[config.mk]
export PLATFORM = sky130hd
export DESIGN_NAME = regstat_table
export DESIGN_NICKNAME = d
export VERILOG_FILES = /design/src/rtl/regstat_pkg.sv /design/src/rtl/regstat_ctrl.sv /design/src/rtl/regstat_dp.sv /design/src/rtl/regstat_table.sv
export SDC_FILE = /design/constraint.sdc
export NUM_CORES = 1
export LEC_CHECK = 0
export BUFFER_PORTS_ARGS = -buffer_cell sky130_fd_sc_hd__buf_2
export CORE_MARGIN = 2
export CORE_UTILIZATION = 40
export CTS_CLUSTER_SIZE = 10
export DETAILED_ROUTE_END_ITERATION = 10
export GPL_TIMING_DRIVEN = 0
export REMOVE_ABC_BUFFERS = 1
export SKIP_LAST_GASP = 1
export SYNTH_ARGS = -nofsm -noshare
export SYNTH_HDL_FRONTEND = slang
export SYNTH_SLANG_ARGS = --single-unit
[constraint.sdc]
create_clock -name clk -period 8.5 [get_ports clk]
set_clock_uncertainty 0.15 [all_clocks]
set_input_delay 2.55 -clock clk [delete_from_list [all_inputs] [get_ports clk]]
set_output_delay 2.55 -clock clk [all_outputs]
set_load 0.05 [all_outputs]
[src/rtl/regstat_pkg.sv]
package regstat_pkg;
  // Strobes from the control to the datapath, one cycle's worth
  typedef struct packed {
    logic renameEn;  // record a new producer for the destination
    logic snoopEn;   // a usable broadcast is on the result bus
  } statStrobe_t;
endpackage

[src/rtl/regstat_ctrl.sv]
module regstat_ctrl
  import regstat_pkg::*;
#(
  parameter int TAG_W = 3
) (
  input  logic             issueValid,
  input  logic             dstWrite,
  input  logic             cdbValid,
  input  logic [TAG_W-1:0] cdbTag,
  output statStrobe_t      strb
);
  always_comb begin
    strb.renameEn = issueValid && dstWrite;
    // tag zero means "no producer"; it never names a station
    strb.snoopEn  = cdbValid && (cdbTag != '0);
  end
endmodule

[src/rtl/regstat_dp.sv]
module regstat_dp
  import regstat_pkg::*;
#(
  parameter int NUM_REGS = 16,
  parameter int DATA_W   = 32,
  parameter int TAG_W    = 3,
  parameter int NUM_RD   = 2,
  localparam int IDX_W   = $clog2(NUM_REGS)
) (
  input  logic                          clk,
  input  logic                          rstN,
  input  statStrobe_t                   strb,
  input  logic [IDX_W-1:0]              dstIdx,
  input  logic [TAG_W-1:0]              issueTag,
  input  logic [TAG_W-1:0]              cdbTag,
  input  logic [DATA_W-1:0]             cdbValue,
  input  logic [NUM_RD-1:0][IDX_W-1:0]  rdIdx,
  output logic [NUM_RD-1:0]             rdReady,
  output logic [NUM_RD-1:0][DATA_W-1:0] rdValue,
  output logic [NUM_RD-1:0][TAG_W-1:0]  rdTag
);
  logic [NUM_REGS-1:0][DATA_W-1:0] valQ;
  logic [NUM_REGS-1:0][TAG_W-1:0]  tagQ;

  // table update: newest producer wins over a retiring one
  always_ff @(posedge clk or negedge rstN) begin
    if (!rstN) begin
      valQ <= '0;
      tagQ <= '0;
    end else begin
      for (int r = 0; r < NUM_REGS; r++) begin
        if (strb.snoopEn && (tagQ[r] == cdbTag)) begin
          valQ[r] <= cdbValue;
        end
        if (strb.renameEn && (dstIdx == IDX_W'(r))) begin
          tagQ[r] <= issueTag;
        end else if (strb.snoopEn && (tagQ[r] == cdbTag)) begin
          tagQ[r] <= '0;
        end
      end
    end
  end

  // read ports, with same-cycle forwarding from the result bus
  for (genvar p = 0; p < NUM_RD; p++) begin : g_rd
    logic [TAG_W-1:0]  curTag;
    logic [DATA_W-1:0] curVal;
    always_comb begin
      curTag = tagQ[rdIdx[p]];
      curVal = valQ[rdIdx[p]];
      if (curTag == '0) begin
        rdReady[p] = 1'b1;
        rdValue[p] = curVal;
        rdTag[p]   = '0;
      end else if (strb.snoopEn && (curTag == cdbTag)) begin
        rdReady[p] = 1'b1;
        rdValue[p] = cdbValue;
        rdTag[p]   = '0;
      end else begin
        rdReady[p] = 1'b0;
        rdValue[p] = curVal;
        rdTag[p]   = curTag;
      end
    end
  end
endmodule

[src/rtl/regstat_table.sv]
module regstat_table
  import regstat_pkg::*;
#(
  parameter int NUM_REGS = 16,
  parameter int DATA_W   = 32,
  parameter int TAG_W    = 3,
  localparam int IDX_W   = $clog2(NUM_REGS)
) (
  input  logic              clk,
  input  logic              rstN,
  input  logic              issueValid,
  input  logic              dstWrite,
  input  logic [IDX_W-1:0]  dstIdx,
  input  logic [TAG_W-1:0]  issueTag,
  input  logic [IDX_W-1:0]  srcAIdx,
  input  logic [IDX_W-1:0]  srcBIdx,
  input  logic              cdbValid,
  input  logic [TAG_W-1:0]  cdbTag,
  input  logic [DATA_W-1:0] cdbValue,
  output logic              srcAReady,
  output logic [DATA_W-1:0] srcAValue,
  output logic [TAG_W-1:0]  srcATag,
  output logic              srcBReady,
  output logic [DATA_W-1:0] srcBValue,
  output logic [TAG_W-1:0]  srcBTag
);
  statStrobe_t               strb;
  logic [1:0][IDX_W-1:0]     rdIdx;
  logic [1:0]                rdReady;
  logic [1:0][DATA_W-1:0]    rdValue;
  logic [1:0][TAG_W-1:0]     rdTag;

  assign rdIdx = {srcBIdx, srcAIdx};

  regstat_ctrl #(.TAG_W(TAG_W)) u_ctrl (
    .issueValid(issueValid),
    .dstWrite  (dstWrite),
    .cdbValid  (cdbValid),
    .cdbTag    (cdbTag),
    .strb      (strb)
  );

  regstat_dp #(
    .NUM_REGS(NUM_REGS), .DATA_W(DATA_W), .TAG_W(TAG_W), .NUM_RD(2)
  ) u_dp (
    .clk     (clk),
    .rstN    (rstN),
    .strb    (strb),
    .dstIdx  (dstIdx),
    .issueTag(issueTag),
    .cdbTag  (cdbTag),
    .cdbValue(cdbValue),
    .rdIdx   (rdIdx),
    .rdReady (rdReady),
    .rdValue (rdValue),
    .rdTag   (rdTag)
  );

  assign srcAReady = rdReady[0];
  assign srcAValue = rdValue[0];
  assign srcATag   = rdTag[0];
  assign srcBReady = rdReady[1];
  assign srcBValue = rdValue[1];
  assign srcBTag   = rdTag[1];
endmodule

* After elaboration in Yosys (flattened, before gate mapping) *
Cells that the tools add are included.

word-level totals
  bits in registers = 560
  output and inout bits = 72
  word-level logic and storage cells = 175

cells by class
  magnitude comparators = 2
  equal/unequal tests = 33
  mux-type cells = 52
  reduce and logical (&&, ||, !) cells = 56

operators with widths
  cell                                                                    number
  32-bit binary-select mux with 4-bit select                              2
  32-bit 2-to-1 mux                                                       6
  3-bit 2-to-1 mux                                                        38
  3-bit equality test                                                     18
  1-bit logical AND                                                       36
  4-bit equality test (second input constant)                             8
  2-bit nonzero test                                                      16
  3-bit binary-select mux with 4-bit select                               2
  4-bit by 3-bit equality test with 1-bit output (second input constant)  4
  4-bit by 5-bit < comparator with 1-bit output (second input constant)   2
  4-bit by 2-bit equality test with 1-bit output (second input constant)  2
  3-bit logical NOT                                                       2
  4-bit by 1-bit equality test with 1-bit output (second input constant)  1
  4-bit logical NOT                                                       1
  1-bit 2-to-1 mux                                                        4
  3-bit nonzero test                                                      1

* Longest topological paths before layout *
  depth after elaboration = 6
  mapped depth = 9
  depth with buffers taken out = 6

* Cells and area by module *
From an unflattened synthesis, not the netlist that was laid out.

unflattened totals
  cell total of the unflattened synthesis = 2057
  area, all modules = 30727.0 um^2

by module, submodules not included
  module        instances  cells each  area an instance (um^2)
  regstat_dp    1          2055        30712.0
  regstat_ctrl  1          2           15.0

* Worst setup path before layout *
Ideal clock, no wire load.

  kind = input-to-output
  start point = input srcBIdx[1]
  end point = output srcBValue[2]
  data arrival time = 4.819 ns
  data required time = 5.800 ns
  slack = 0.981 ns
  stages on the path = 9
  cells stage by stage = buf_6 buf_6 mux2i_1 mux4_2 mux2_2 xor2_1 nand3_2 buf_6 mux2_1

on the way
  cells in the longest elaborated chain, start to end = 6
  elaborated cells on any way between the ends = 9

RTL lines
  item                                       RTL line             RTL
  from (decl)                                regstat_table.sv:16  input logic [IDX_W-1:0] srcBIdx,
  3-bit binary-select mux with 4-bit select  regstat_dp.sv:49     curTag = tagQ[rdIdx[p]];
  3-bit 2-to-1 mux (not written as such)     regstat_dp.sv:49
  3-bit equality test                        regstat_dp.sv:55     end else if (strb.snoopEn && (curTag == cdbTag)) begin
  1-bit logical AND                          regstat_dp.sv:55
  32-bit 2-to-1 mux                          regstat_dp.sv:55
  32-bit 2-to-1 mux (*)                      regstat_dp.sv:51     if (curTag == '0) begin
  to (decl)                                  regstat_table.sv:24  output logic [DATA_W-1:0] srcBValue,

Mark *: on every way between the ends. The rest lies on a longest branch, timed or not. The select of a mux whose other input is x is not followed.

* Worst setup path in the final report *
  start point = input srcAIdx[0]
  end point = output srcAValue[24]

on the way
  cells in the longest elaborated chain, start to end = 6
  elaborated cells on any way between the ends = 9

RTL lines
  item                                       RTL line             RTL
  from (decl)                                regstat_table.sv:15  input logic [IDX_W-1:0] srcAIdx,
  3-bit binary-select mux with 4-bit select  regstat_dp.sv:49
  3-bit 2-to-1 mux (not written as such)     regstat_dp.sv:49
  3-bit equality test                        regstat_dp.sv:55
  1-bit logical AND                          regstat_dp.sv:55
  32-bit 2-to-1 mux                          regstat_dp.sv:55
  32-bit 2-to-1 mux (*)                      regstat_dp.sv:51
  to (decl)                                  regstat_table.sv:21  output logic [DATA_W-1:0] srcAValue,

Marks and branches as above.

==> metrics.yaml <==
run_status:
  status: "finished clean"
logic_synthesis:
  synth_edf_count: 0
  synth_flop_cell: "dfrtp_1"
  synth_seq_area_share: 0.447
  synth-async-reset-ratio: 1.00
  yosys_register_bits: 560
  avgSynthCellArea_um2: 15.1
  netlist_instances: 2073
  ys_types: 39
  synth_warnings: 0
  syn_area_um2: 31300
power:
  ir_worst_vdd_uv: 142
  power_w: 0.0119
  p_per_area_nw_per_um2: 332
  p_leak_nw: 14.4
layout:
  nets: 2229
  final_cells: 3226
  layout_common_cells: "dfrtp_1 (560), mux2_2 (557), mux4_2 (312)"
  final_common_cell: "dfrtp_1"
  area_delta_synth_final_pct: 14.8
  utilization: 0.464
  drive_gt1_frac: 0.556
cts:
  numCtsBuffers: 66
  clk_latency_ns: 0.59
  cts_buffer_depth: 3
  cts_root_buf: "clkbuf_16"
  htreeDepth: 3
  cts_tree: "yes"
  clk_pin_slew_ns: 0.05
  clock_sinks: 560
  postCtsHoldBufs: 0
setup_path:
  crit_path_start_kind: "input port"
  path_class: "in2out"
  critPathSlowestCell: "mux4_2"
  cp_max_fo: 36
  path_buf_inv: 4
  cp.arrival_ns: 5.71
  cpPeakStageDelay_ns: 0.54
  critical-path-top-delay-family: "multiplexers"
  critPathRequiredTime_ns: 5.80
  crit_path_end_kind: "primary output"
  crit_chain: "buf_8 -> buf_16 -> mux4_2 -> mux2i_1 -> mux2_2 -> xor2_4 -> nand3b_4 -> buf_12 -> mux2_4 -> buf_2"
placed_design:
  gp_congestion: 0.829
  pre_cts_ws_ns: -1.20
  place_inst: 3139
  dp_hpwl_um: 58300
  numPortBuffers: 126
grt:
  grt_usage: 0.228
  grt_pass1_vias: 21295
  grt_max_degree: 127
  overflow: 0
  grt_pass1_wl_um: 139000
  antenna_found_initial: 4
timing:
  finalCriticalPeriod_ns: 8.41
  finalSetupViolCount: 0
  tightest_slew_ns: 1.01
  hold_viol_final: 0
  timing.final.ws_setup_ns: 0.0927
  maxClockFrequency_mhz: 119
  drv_slew: 0
  rsz0062_at_grt: "yes"
  max_slew_margin: 0.322
  fin_crit_sh: 0.989
routing:
  vias: 19551
  ant_nets: 0
  drt_first_pass_iters: 5
  wl_um: 90900
  drt-initial-drc-count: 1620
  drcViolationCount: 0
  wl_per_cell_um: 28.2
  vias_per_cell: 6.06
worst_hold_path:
  hold_path_class: "reg2reg"
floorplan:
  row_count: 102
  start_util: 0.404
  num_io_pins: 127
  die_w_um: 284
  die_y_um: 284
  die_area_um2: 80500
  core_area_um2: 77500
run:
  max-cap-violations: 0
## registers in the layout, indices dropped and copies added (netlist names)
name and cells:
u_dp.tagQ 48, u_dp.valQ 512
## cell type report
| class | instances | area [µm²] |
|---|---|---|
| sequential | 560 | 14000 |
| clock buffer | 76 | 1750 |
| antenna | 2 | 5.00 |
| timing repair buffer | 220 | 2220 |
| clock inverter | 2 | 25.0 |
| fill | 6659 | 41500 |
| multi-input combinational | 1324 | 16600 |
| tap | 1040 | 1300 |
| inverter | 2 | 10.0 |
## metal layers
metal,up-vias,wire length [µm],global-route usage
met5,-,45,0
met2,567,44800,0.379
li1,8142,-,-
met3,161,5070,0.0391
met1,10673,38400,0.306
met4,8,2530,0.0722
## cell usage after synthesis, types with 2 or more instances
master	count	share of area
buf_6	9	0.0032
nor3_1	9	0.0014
mux2_2	557	0.20
or3_1	4	0.00080
and2_1	4	0.00080
clkbuf_1	89	0.011
buf_1	16	0.0019
mux4_2	312	0.22
a211oi_1	21	0.0050
o21ai_0	50	0.0080
a31oi_1	4	0.00080
or2_2	2	0.00040
xor2_1	51	0.014
mux2_4	27	0.013
buf_4	4	0.00096
nand2_1	116	0.014
nand2b_1	7	0.0014
nor2b_1	23	0.0046
mux2_1	3	0.0011
nor2_1	20	0.0024
nor4_2	16	0.0064
o22ai_1	6	0.0012
a21oi_1	23	0.0037
nand3_1	7	0.0011
dfrtp_1	560	0.45
nand4_1	2	0.00040
mux2i_1	50	0.016
buf_2	70	0.011
## final timing paths
kind | startpoint | endpoint | slack, ns | cells after the start
hold reg to reg | u_dp.valQ[72] | u_dp.valQ[72] | 0.37 | 1
min in group asynchronous | rstN | u_dp.tagQ[26] | 1.79 | 1
setup / recovery | srcAIdx[0] | srcAValue[24] | 0.09 | 10
max in group asynchronous | rstN | u_dp.valQ[420] | 4.60 | 4
setup reg to reg | u_dp.tagQ[22] | u_dp.valQ[233] | 5.77 | 6
hold / removal | u_dp.valQ[72] | u_dp.valQ[72] | 0.37 | 1
## cell families (layout without fill, tap and decap cells)
| logic type | Yosys count | in the layout | synth area share |
|---|---|---|---|
| buf+inv | 190 | 300 | 0.0282 |
| compound gates | 107 | 107 | 0.0197 |
| xor+xnor | 52 | 52 | 0.0145 |
| simple gates | 215 | 216 | 0.0354 |
| flops | 560 | 560 | 0.447 |
| other cells | 0 | 2 | 0 |
| mux | 949 | 949 | 0.455 |
## power by group
part,leakage (nW),internal [W],switching [W]
registers,6.76,0.00395,0.000913
clock network,0.871,0.00144,0.00107
logic,6.77,0.00261,0.00195
total,14.4,0.00800,0.00393
## stage by stage
| step | cell area (µm²) | TNS (ns) | hold slack (ns) |
|---|---|---|---|
| 2_1_floorplan | 30400 | 0 | 0.342 |
| 3_3_place_gp | 32400 | -4786.46 | 0.351 |
| 3_5_place_dp | 34000 | -40.63 | 0.361 |
| 4_1_cts | 35900 | 0 | 0.373 |
| 5_1_grt | 35900 | -0.00865 | 0.376 |
| 6_report | 36000 | 0 | 0.371 |
## timing repair
item / 4_1_cts / 5_1_grt
cloned: 3 / 1
setup endpoints to repair: 56 / 55
pin swaps: 0 / 0
setup buffers: 3 / 0
resized for setup: 5 / 3
No activity file was read; power rests on OpenSTA's default activity.
